**src/rtl/e1fa_pkg.sv**
```systemverilog
package e1fa_pkg;

  typedef enum logic [1:0] {
    ST_SEARCH = 2'd0,
    ST_NFAS   = 2'd1,
    ST_FAS    = 2'd2,
    ST_LOCK   = 2'd3
  } fa_state_e;

  // Alignment word carried in frame positions 1..7; oldest bit is the MSB.
  localparam int unsigned    FAS_WIDTH = 7;
  localparam logic [6:0]     FAS_WORD  = 7'b0011011;

endpackage

```
**src/rtl/e1fa_shift.sv**
```systemverilog
module e1fa_shift
  import e1fa_pkg::*;
#(
  parameter int unsigned       W   = FAS_WIDTH,
  parameter logic [W-1:0]      PAT = FAS_WORD
) (
  input  logic clk,
  input  logic rst_n,
  input  logic bit_en,
  input  logic rx_bit,
  output logic word_hit
);

  logic [W-1:0] win_q;
  logic [W-1:0] win_d;

  function automatic logic [W-1:0] push_bit(input logic [W-1:0] w, input logic b);
    return {w[W-2:0], b};
  endfunction

  function automatic logic is_word(input logic [W-1:0] w);
    return (w == PAT);
  endfunction

  assign win_d    = push_bit(win_q, rx_bit);
  assign word_hit = is_word(win_d);

  // Reset to all ones: PAT starts with 0, so no partial window can match.
  always_ff @(posedge clk or negedge rst_n) begin
    if (!rst_n)      win_q <= '1;
    else if (bit_en) win_q <= win_d;
  end

  assert_window_idle_R10 : assert property (@(posedge clk) disable iff (!rst_n)
    !bit_en |=> $stable(win_q));

endmodule

```
**src/rtl/e1fa_pos.sv**
```systemverilog
module e1fa_pos #(
  parameter int unsigned FRAME_BITS = 256,
  parameter int unsigned LOAD_POS   = 7,
  parameter int unsigned PW         = $clog2(FRAME_BITS)
) (
  input  logic          clk,
  input  logic          rst_n,
  input  logic          bit_en,
  input  logic          load,
  output logic [PW-1:0] pos_q,
  output logic          odd_q,
  output logic [PW-1:0] pos_nx,
  output logic          odd_nx
);

  localparam logic [PW-1:0] LAST = PW'(FRAME_BITS - 1);
  localparam logic [PW-1:0] LDV  = PW'(LOAD_POS);

  function automatic logic [PW:0] step(input logic odd, input logic [PW-1:0] pos);
    if (pos == LAST) return {~odd, {PW{1'b0}}};
    return {odd, pos + PW'(1)};
  endfunction

  assign {odd_nx, pos_nx} = step(odd_q, pos_q);

  always_ff @(posedge clk or negedge rst_n) begin
    if (!rst_n) begin
      pos_q <= '0;
      odd_q <= 1'b0;
    end else if (bit_en) begin
      if (load) begin
        pos_q <= LDV;
        odd_q <= 1'b0;
      end else begin
        pos_q <= pos_nx;
        odd_q <= odd_nx;
      end
    end
  end

  assert_load_phase_R7 : assert property (@(posedge clk) disable iff (!rst_n)
    (bit_en && load) |=> (pos_q == LDV && !odd_q));

  assert_advance_R7 : assert property (@(posedge clk) disable iff (!rst_n)
    (bit_en && !load && pos_q != LAST) |=> (pos_q == $past(pos_q) + PW'(1) && $stable(odd_q)));

  assert_wrap_R7 : assert property (@(posedge clk) disable iff (!rst_n)
    (bit_en && !load && pos_q == LAST) |=> (pos_q == '0 && odd_q != $past(odd_q)));

  assert_pos_idle_R10 : assert property (@(posedge clk) disable iff (!rst_n)
    !bit_en |=> ($stable(pos_q) && $stable(odd_q)));

endmodule

```
**src/rtl/e1fa_ctrl.sv**
```systemverilog
module e1fa_ctrl
  import e1fa_pkg::*;
#(
  parameter int unsigned FRAME_BITS = 256,
  parameter int unsigned PW         = $clog2(FRAME_BITS),
  parameter int unsigned FAS_END    = FAS_WIDTH,
  parameter int unsigned NFAS_POS   = 1,
  parameter int unsigned LOSS_LIMIT = 3,
  parameter int unsigned MW         = $clog2(LOSS_LIMIT + 1)
) (
  input  logic          clk,
  input  logic          rst_n,
  input  logic          bit_en,
  input  logic          rx_bit,
  input  logic          word_hit,
  input  logic [PW-1:0] pos_nx,
  input  logic          odd_nx,
  output logic          load,
  output logic          sync_n
);

  localparam logic [MW-1:0] MISS_TOP = MW'(LOSS_LIMIT - 1);

  fa_state_e     state_q, state_d;
  logic [MW-1:0] miss_q, miss_d;

  // Named events for the assertions.
  logic fas_slot, nfas_slot;
  logic ev_candidate, ev_reject, ev_confirm_bad, ev_acquire, ev_miss, ev_loss;

  function automatic logic [MW-1:0] bump(input logic [MW-1:0] m);
    return m + MW'(1);
  endfunction

  assign fas_slot  = bit_en && !odd_nx && (pos_nx == PW'(FAS_END));
  assign nfas_slot = bit_en &&  odd_nx && (pos_nx == PW'(NFAS_POS));

  assign ev_candidate   = (state_q == ST_SEARCH) && bit_en && word_hit;
  assign ev_reject      = (state_q == ST_NFAS) && nfas_slot && !rx_bit;
  assign ev_confirm_bad = (state_q == ST_FAS) && fas_slot && !word_hit;
  assign ev_acquire     = (state_q == ST_FAS) && fas_slot && word_hit;
  assign ev_miss        = (state_q == ST_LOCK) && fas_slot && !word_hit;
  assign ev_loss        = ev_miss && (miss_q == MISS_TOP);

  assign load = ev_candidate;

  always_comb begin
    state_d = state_q;
    miss_d  = miss_q;
    unique case (state_q)
      ST_SEARCH: if (ev_candidate) state_d = ST_NFAS;
      ST_NFAS:   if (nfas_slot) state_d = rx_bit ? ST_FAS : ST_SEARCH;
      ST_FAS: begin
        if (fas_slot) begin
          state_d = word_hit ? ST_LOCK : ST_SEARCH;
          miss_d  = '0;
        end
      end
      ST_LOCK: begin
        if (fas_slot) begin
          if (word_hit) begin
            miss_d = '0;
          end else if (ev_loss) begin
            miss_d  = '0;
            state_d = ST_SEARCH;
          end else begin
            miss_d = bump(miss_q);
          end
        end
      end
      default: state_d = ST_SEARCH;
    endcase
  end

  always_ff @(posedge clk or negedge rst_n) begin
    if (!rst_n) begin
      state_q <= ST_SEARCH;
      miss_q  <= '0;
      sync_n  <= 1'b1;
    end else begin
      state_q <= state_d;
      miss_q  <= miss_d;
      sync_n  <= (state_d != ST_LOCK);
    end
  end

  assert_reject_zero_R3 : assert property (@(posedge clk) disable iff (!rst_n)
    ev_reject |=> (state_q == ST_SEARCH && sync_n));

  assert_acquire_source_R4 : assert property (@(posedge clk) disable iff (!rst_n)
    $fell(sync_n) |-> ($past(state_q) == ST_FAS && $past(word_hit) && $past(fas_slot)));

  assert_confirm_bad_R5 : assert property (@(posedge clk) disable iff (!rst_n)
    ev_confirm_bad |=> (state_q == ST_SEARCH && sync_n));

  assert_loss_count_R8 : assert property (@(posedge clk) disable iff (!rst_n)
    $rose(sync_n) |-> ($past(miss_q) == MISS_TOP && $past(ev_miss)));

  assert_miss_bound_R8 : assert property (@(posedge clk) disable iff (!rst_n)
    miss_q <= MISS_TOP);

  assert_ctrl_idle_R10 : assert property (@(posedge clk) disable iff (!rst_n)
    !bit_en |=> ($stable(state_q) && $stable(sync_n) && $stable(miss_q)));

endmodule

```
**src/rtl/e1_frame_aligner.sv**
```systemverilog
module e1_frame_aligner
  import e1fa_pkg::*;
#(
  parameter int unsigned FRAME_BITS = 256,
  parameter int unsigned LOSS_LIMIT = 3,
  parameter int unsigned PW         = $clog2(FRAME_BITS)
) (
  input  logic          clk,
  input  logic          rst_n,
  input  logic          bit_en,
  input  logic          rx_bit,
  output logic          sync_n,
  output logic          mf_search_en,
  output logic [PW-1:0] bit_pos,
  output logic          frame_odd
);

  logic          word_hit;
  logic          load;
  logic [PW-1:0] pos_nx;
  logic          odd_nx;

  e1fa_shift #(
    .W   (FAS_WIDTH),
    .PAT (FAS_WORD)
  ) u_shift (
    .clk      (clk),
    .rst_n    (rst_n),
    .bit_en   (bit_en),
    .rx_bit   (rx_bit),
    .word_hit (word_hit)
  );

  e1fa_pos #(
    .FRAME_BITS (FRAME_BITS),
    .LOAD_POS   (FAS_WIDTH),
    .PW         (PW)
  ) u_pos (
    .clk    (clk),
    .rst_n  (rst_n),
    .bit_en (bit_en),
    .load   (load),
    .pos_q  (bit_pos),
    .odd_q  (frame_odd),
    .pos_nx (pos_nx),
    .odd_nx (odd_nx)
  );

  e1fa_ctrl #(
    .FRAME_BITS (FRAME_BITS),
    .PW         (PW),
    .FAS_END    (FAS_WIDTH),
    .NFAS_POS   (1),
    .LOSS_LIMIT (LOSS_LIMIT)
  ) u_ctrl (
    .clk      (clk),
    .rst_n    (rst_n),
    .bit_en   (bit_en),
    .rx_bit   (rx_bit),
    .word_hit (word_hit),
    .pos_nx   (pos_nx),
    .odd_nx   (odd_nx),
    .load     (load),
    .sync_n   (sync_n)
  );

  assign mf_search_en = ~sync_n;

  assert_out_idle_R10 : assert property (@(posedge clk) disable iff (!rst_n)
    !bit_en |=> ($stable(sync_n) && $stable(bit_pos) && $stable(frame_odd)));

endmodule

```
**config.mk**
```make
export PLATFORM = sky130hd
export DESIGN_NAME = e1_frame_aligner
export DESIGN_NICKNAME = d
export VERILOG_FILES = /design/src/rtl/e1fa_pkg.sv /design/src/rtl/e1fa_shift.sv /design/src/rtl/e1fa_pos.sv /design/src/rtl/e1fa_ctrl.sv /design/src/rtl/e1_frame_aligner.sv
export SDC_FILE = /design/constraint.sdc
export NUM_CORES = 1
export LEC_CHECK = 0
export ABC_AREA = 1
export BUFFER_PORTS_ARGS = -buffer_cell sky130_fd_sc_hd__buf_2
export CAP_MARGIN = 20
export CORE_MARGIN = 10
export CORE_UTILIZATION = 60
export DETAILED_ROUTE_END_ITERATION = 6
export PLACE_DENSITY = 0.82
export SLEW_MARGIN = 40
export SYNTH_ARGS = -nofsm -noshare
export SYNTH_HDL_FRONTEND = slang
export SYNTH_SLANG_ARGS = --single-unit
```
**constraint.sdc**
```tcl
create_clock -name clk -period 5.55 [get_ports clk]
set_clock_uncertainty 0.1 [all_clocks]
set_input_delay 0.8325 -clock clk [delete_from_list [all_inputs] [get_ports clk]]
set_output_delay 0.8325 -clock clk [all_outputs]
set_load 0.005 [all_outputs]
```
==> flow_summary.yaml <==
outcome:
  status: "finished clean"
yosys:
  async_reset_ff_share_pct: 100
  syn_area_um2: 1250
  synth_nets: 164
  yosys_warnings: 0
  syn_inst: 157
  synth_top_flop_cell: "dfrtp_1"
  synth_area_leaders: "dfrtp_1 26%, dfstp_2 15%, nand2_1 8.7%"
  ys_types: 27
  syn_avg_cell_area_um2: 7.97
  synth_seq_area_share_pct: 40.7
  yosysTopAreaCellShare_pct: 26.0
  synth_enable_flop_cells: 0
  synth_top_area_cell: "dfrtp_1"
  synth-seq-cells: 20
placed_design:
  dp_hpwl_um: 2070
  place.gp.congestion: 0.868
  port_buffers: 14
timing:
  hold_viol: 0
  grt_setup_unrepaired: "false"
  tns_ns: 0
  timing.hold.ws_ns: 0.344
  fin_crit_ns: 2.07
  slew_headroom_pct: 71.2
  slew_viol_final: 0
  worst_pin_slew_ns: 0.433
  fmax_mhz: 483
  setup_viol: 0
  post-route-period-util_pct: 37.3
setup_path:
  cp.arrival_ns: 2.15
  worstReg2RegEnd: "u_ctrl.state_q[0]$_DFF_PN0_"
  setup.worst_path.class: "reg2reg"
  rr_worst_depth: 12
  critPathMaxFanout: 6
  crit-reg2reg-launch: "u_pos.pos_q[1]$_DFFE_PN0P_"
  start_kind: "flip-flop"
  worstPathRequired_ns: 5.63
  cp-end-kind: "flip-flop"
  rrSetupSlack_ns: 3.48
grt:
  overflow: 0
  grt_usage_pct: 12.9
  first_global_vias: 1002
  grt_first_pass_wirelength_um: 4490
  grt_antenna_before_repair: 0
  grt_max_degree: 25
cells_and_area:
  drive_above_1_share_pct: 29.1
  area_growth_syn_to_layout_pct: 9.70
  antenna_cells: 0
  fin_nets: 180
  n_fill_cell: 155
cts:
  cts_buffers: 3
  cts_tree: "done"
  holdBufCountCts: 0
  cts_setup_buffers: 0
  cts_resized: 0
  cts_max_level: 1
  clk_path_buf_depth: 2
  clock_sinks: 20
  clock-root-buffer: "clkbuf_4"
  clk_latency_ns: 0.31
  clkTransAtPathRegs_ns: 0.12
detailed_routing:
  routedWlPerCell_um: 13.2
  drt-initial-drc-count: 94
  vias: 1114
  routed_wl_um: 2640
  vias_per_cell: 5.60
  final_antenna_net_count: 0
  first_pass_iters: 4
  drc_errors: 0
power:
  p_per_area_nw_per_um2: 360
  ir_drop_mv: 0.182
  p_leak_nw: 0.675
floorplanning:
  dieArea_um2: 4310
  placementRows: 16
  core_area_um2: 1980
  dieWidth_um: 65.7
  io_pins: 15
  die_y_um: 65.7
  start_util_pct: 63.1
min_path:
  hp-class: "in2async"
job:
  cap_viol_max_count: 0
layout by cell type, fill, tap and decap left out, types with 2 or more instances in the layout:
cell      instances
nand2_1          29
inv_1            26
buf_2            14
nand3_1          13
dfrtp_1          13
nor2_1            9
nand2_2           9
o21ai_0           8
dfstp_2           7
nand4_1           6
o22ai_1           6
nor2_4            5
nand3_2           4
ha_1              3
clkbuf_4          3
inv_2             2
nor2_2            2
o211ai_1          2
o21ai_1           2
power by group:
part | total, mW | switching (mW) | internal (mW)
Clock | 0.0863 | 0.0463 | 0.0401
Combinational | 0.185 | 0.115 | 0.0701
Sequential | 0.222 | 0.0422 | 0.180
Total | 0.493 | 0.203 | 0.290
layout make-up:
class / instances / area (um2) / share of cell area (%)
clock buffers: 4 / 36.3 / 2.64
repair buffers: 14 / 70.1 / 5.10
well taps: 27 / 33.8 / 2.46
flip-flops and latches: 20 / 509 / 37.1
inverters: 28 / 105 / 7.66
multi-input cells: 106 / 618 / 45.0
worst max-delay path, stage by stage (launching register included):
cell and delay [ns]:
dfrtp_1 0.47, ha_1 0.30, nand2_2 0.13, nor2_4 0.14, nand2_2 0.09, nand3_2 0.10, nand4_2 0.12, inv_2 0.09
nand2_4 0.07, o21ai_2 0.14, inv_2 0.06, nand2_1 0.05, nand3_1 0.08
through the flow:
step	power, mW	util (%)	instance area (um2)	worst slack, ns	std cells
2_1_floorplan	0.357	-	1250	3.73	157
3_3_place_gp	0.400	67.4	1340	3.34	195
3_5_place_dp	0.410	67.4	1340	3.27	195
4_1_cts	0.494	69.3	1370	3.48	199
5_1_grt	0.529	69.3	1370	3.32	199
6_report	0.493	69.3	1370	3.48	199
sequential cells by signal, indices dropped and copies added (netlist names):
name            flops
u_ctrl.sync_n       1
u_pos.odd_q         1
u_pos.pos_q         8
u_ctrl.state_q      2
u_ctrl.miss_q       2
u_shift.win_q       6
synthesized netlist by cell type, types with 3 or more instances:
cell     instances
dfrtp_1         13
nand3_1         13
o21ai_0          8
nor2_4           5
nand3_2          4
nand4_1          6
nor2_1           9
dfstp_2          7
nand2_2          9
nand2_1         29
ha_1             3
o22ai_1          6
inv_1           26
cells by family after synthesis:
kind of cell | after synthesis | share of synthesized area, %
AOI/OAI and AO/OA | 21 | 10.0
and+or+nand+nor | 81 | 35.7
adders and majority gates | 3 | 3.00
xor gates and xnor gates | 1 | 0.700
DFF | 20 | 40.7
buffers and inverters | 31 | 9.90
worst max-delay path by stage:
stage / from / endpoint / slack, ns / cells after the start
floorplan: rx_bit / u_pos.pos_q[3]$_DFFE_PN0P_ / 3.73 / 5
global placement: bit_en / u_ctrl.state_q[0]$_DFF_PN0_ / 3.34 / 10
detailed placement: bit_en / u_ctrl.state_q[0]$_DFF_PN0_ / 3.27 / 10
CTS: u_pos.pos_q[1]$_DFFE_PN0P_ / u_ctrl.state_q[0]$_DFF_PN0_ / 3.48 / 12
global route: u_pos.pos_q[1]$_DFFE_PN0P_ / u_ctrl.miss_q[0]$_DFFE_PN0P_ / 3.32 / 12
finish: u_pos.pos_q[1]$_DFFE_PN0P_ / u_ctrl.state_q[0]$_DFF_PN0_ / 3.48 / 12
routing by layer:
layer	GRT usage, %	vias up	wire [um]
met4	5.88	0	41
met5	0	-	0
met2	20.7	30	1330
met1	16.1	539	1160
met3	2.88	5	101
li1	-	540	-
Power figures use the tool's default switching activity.
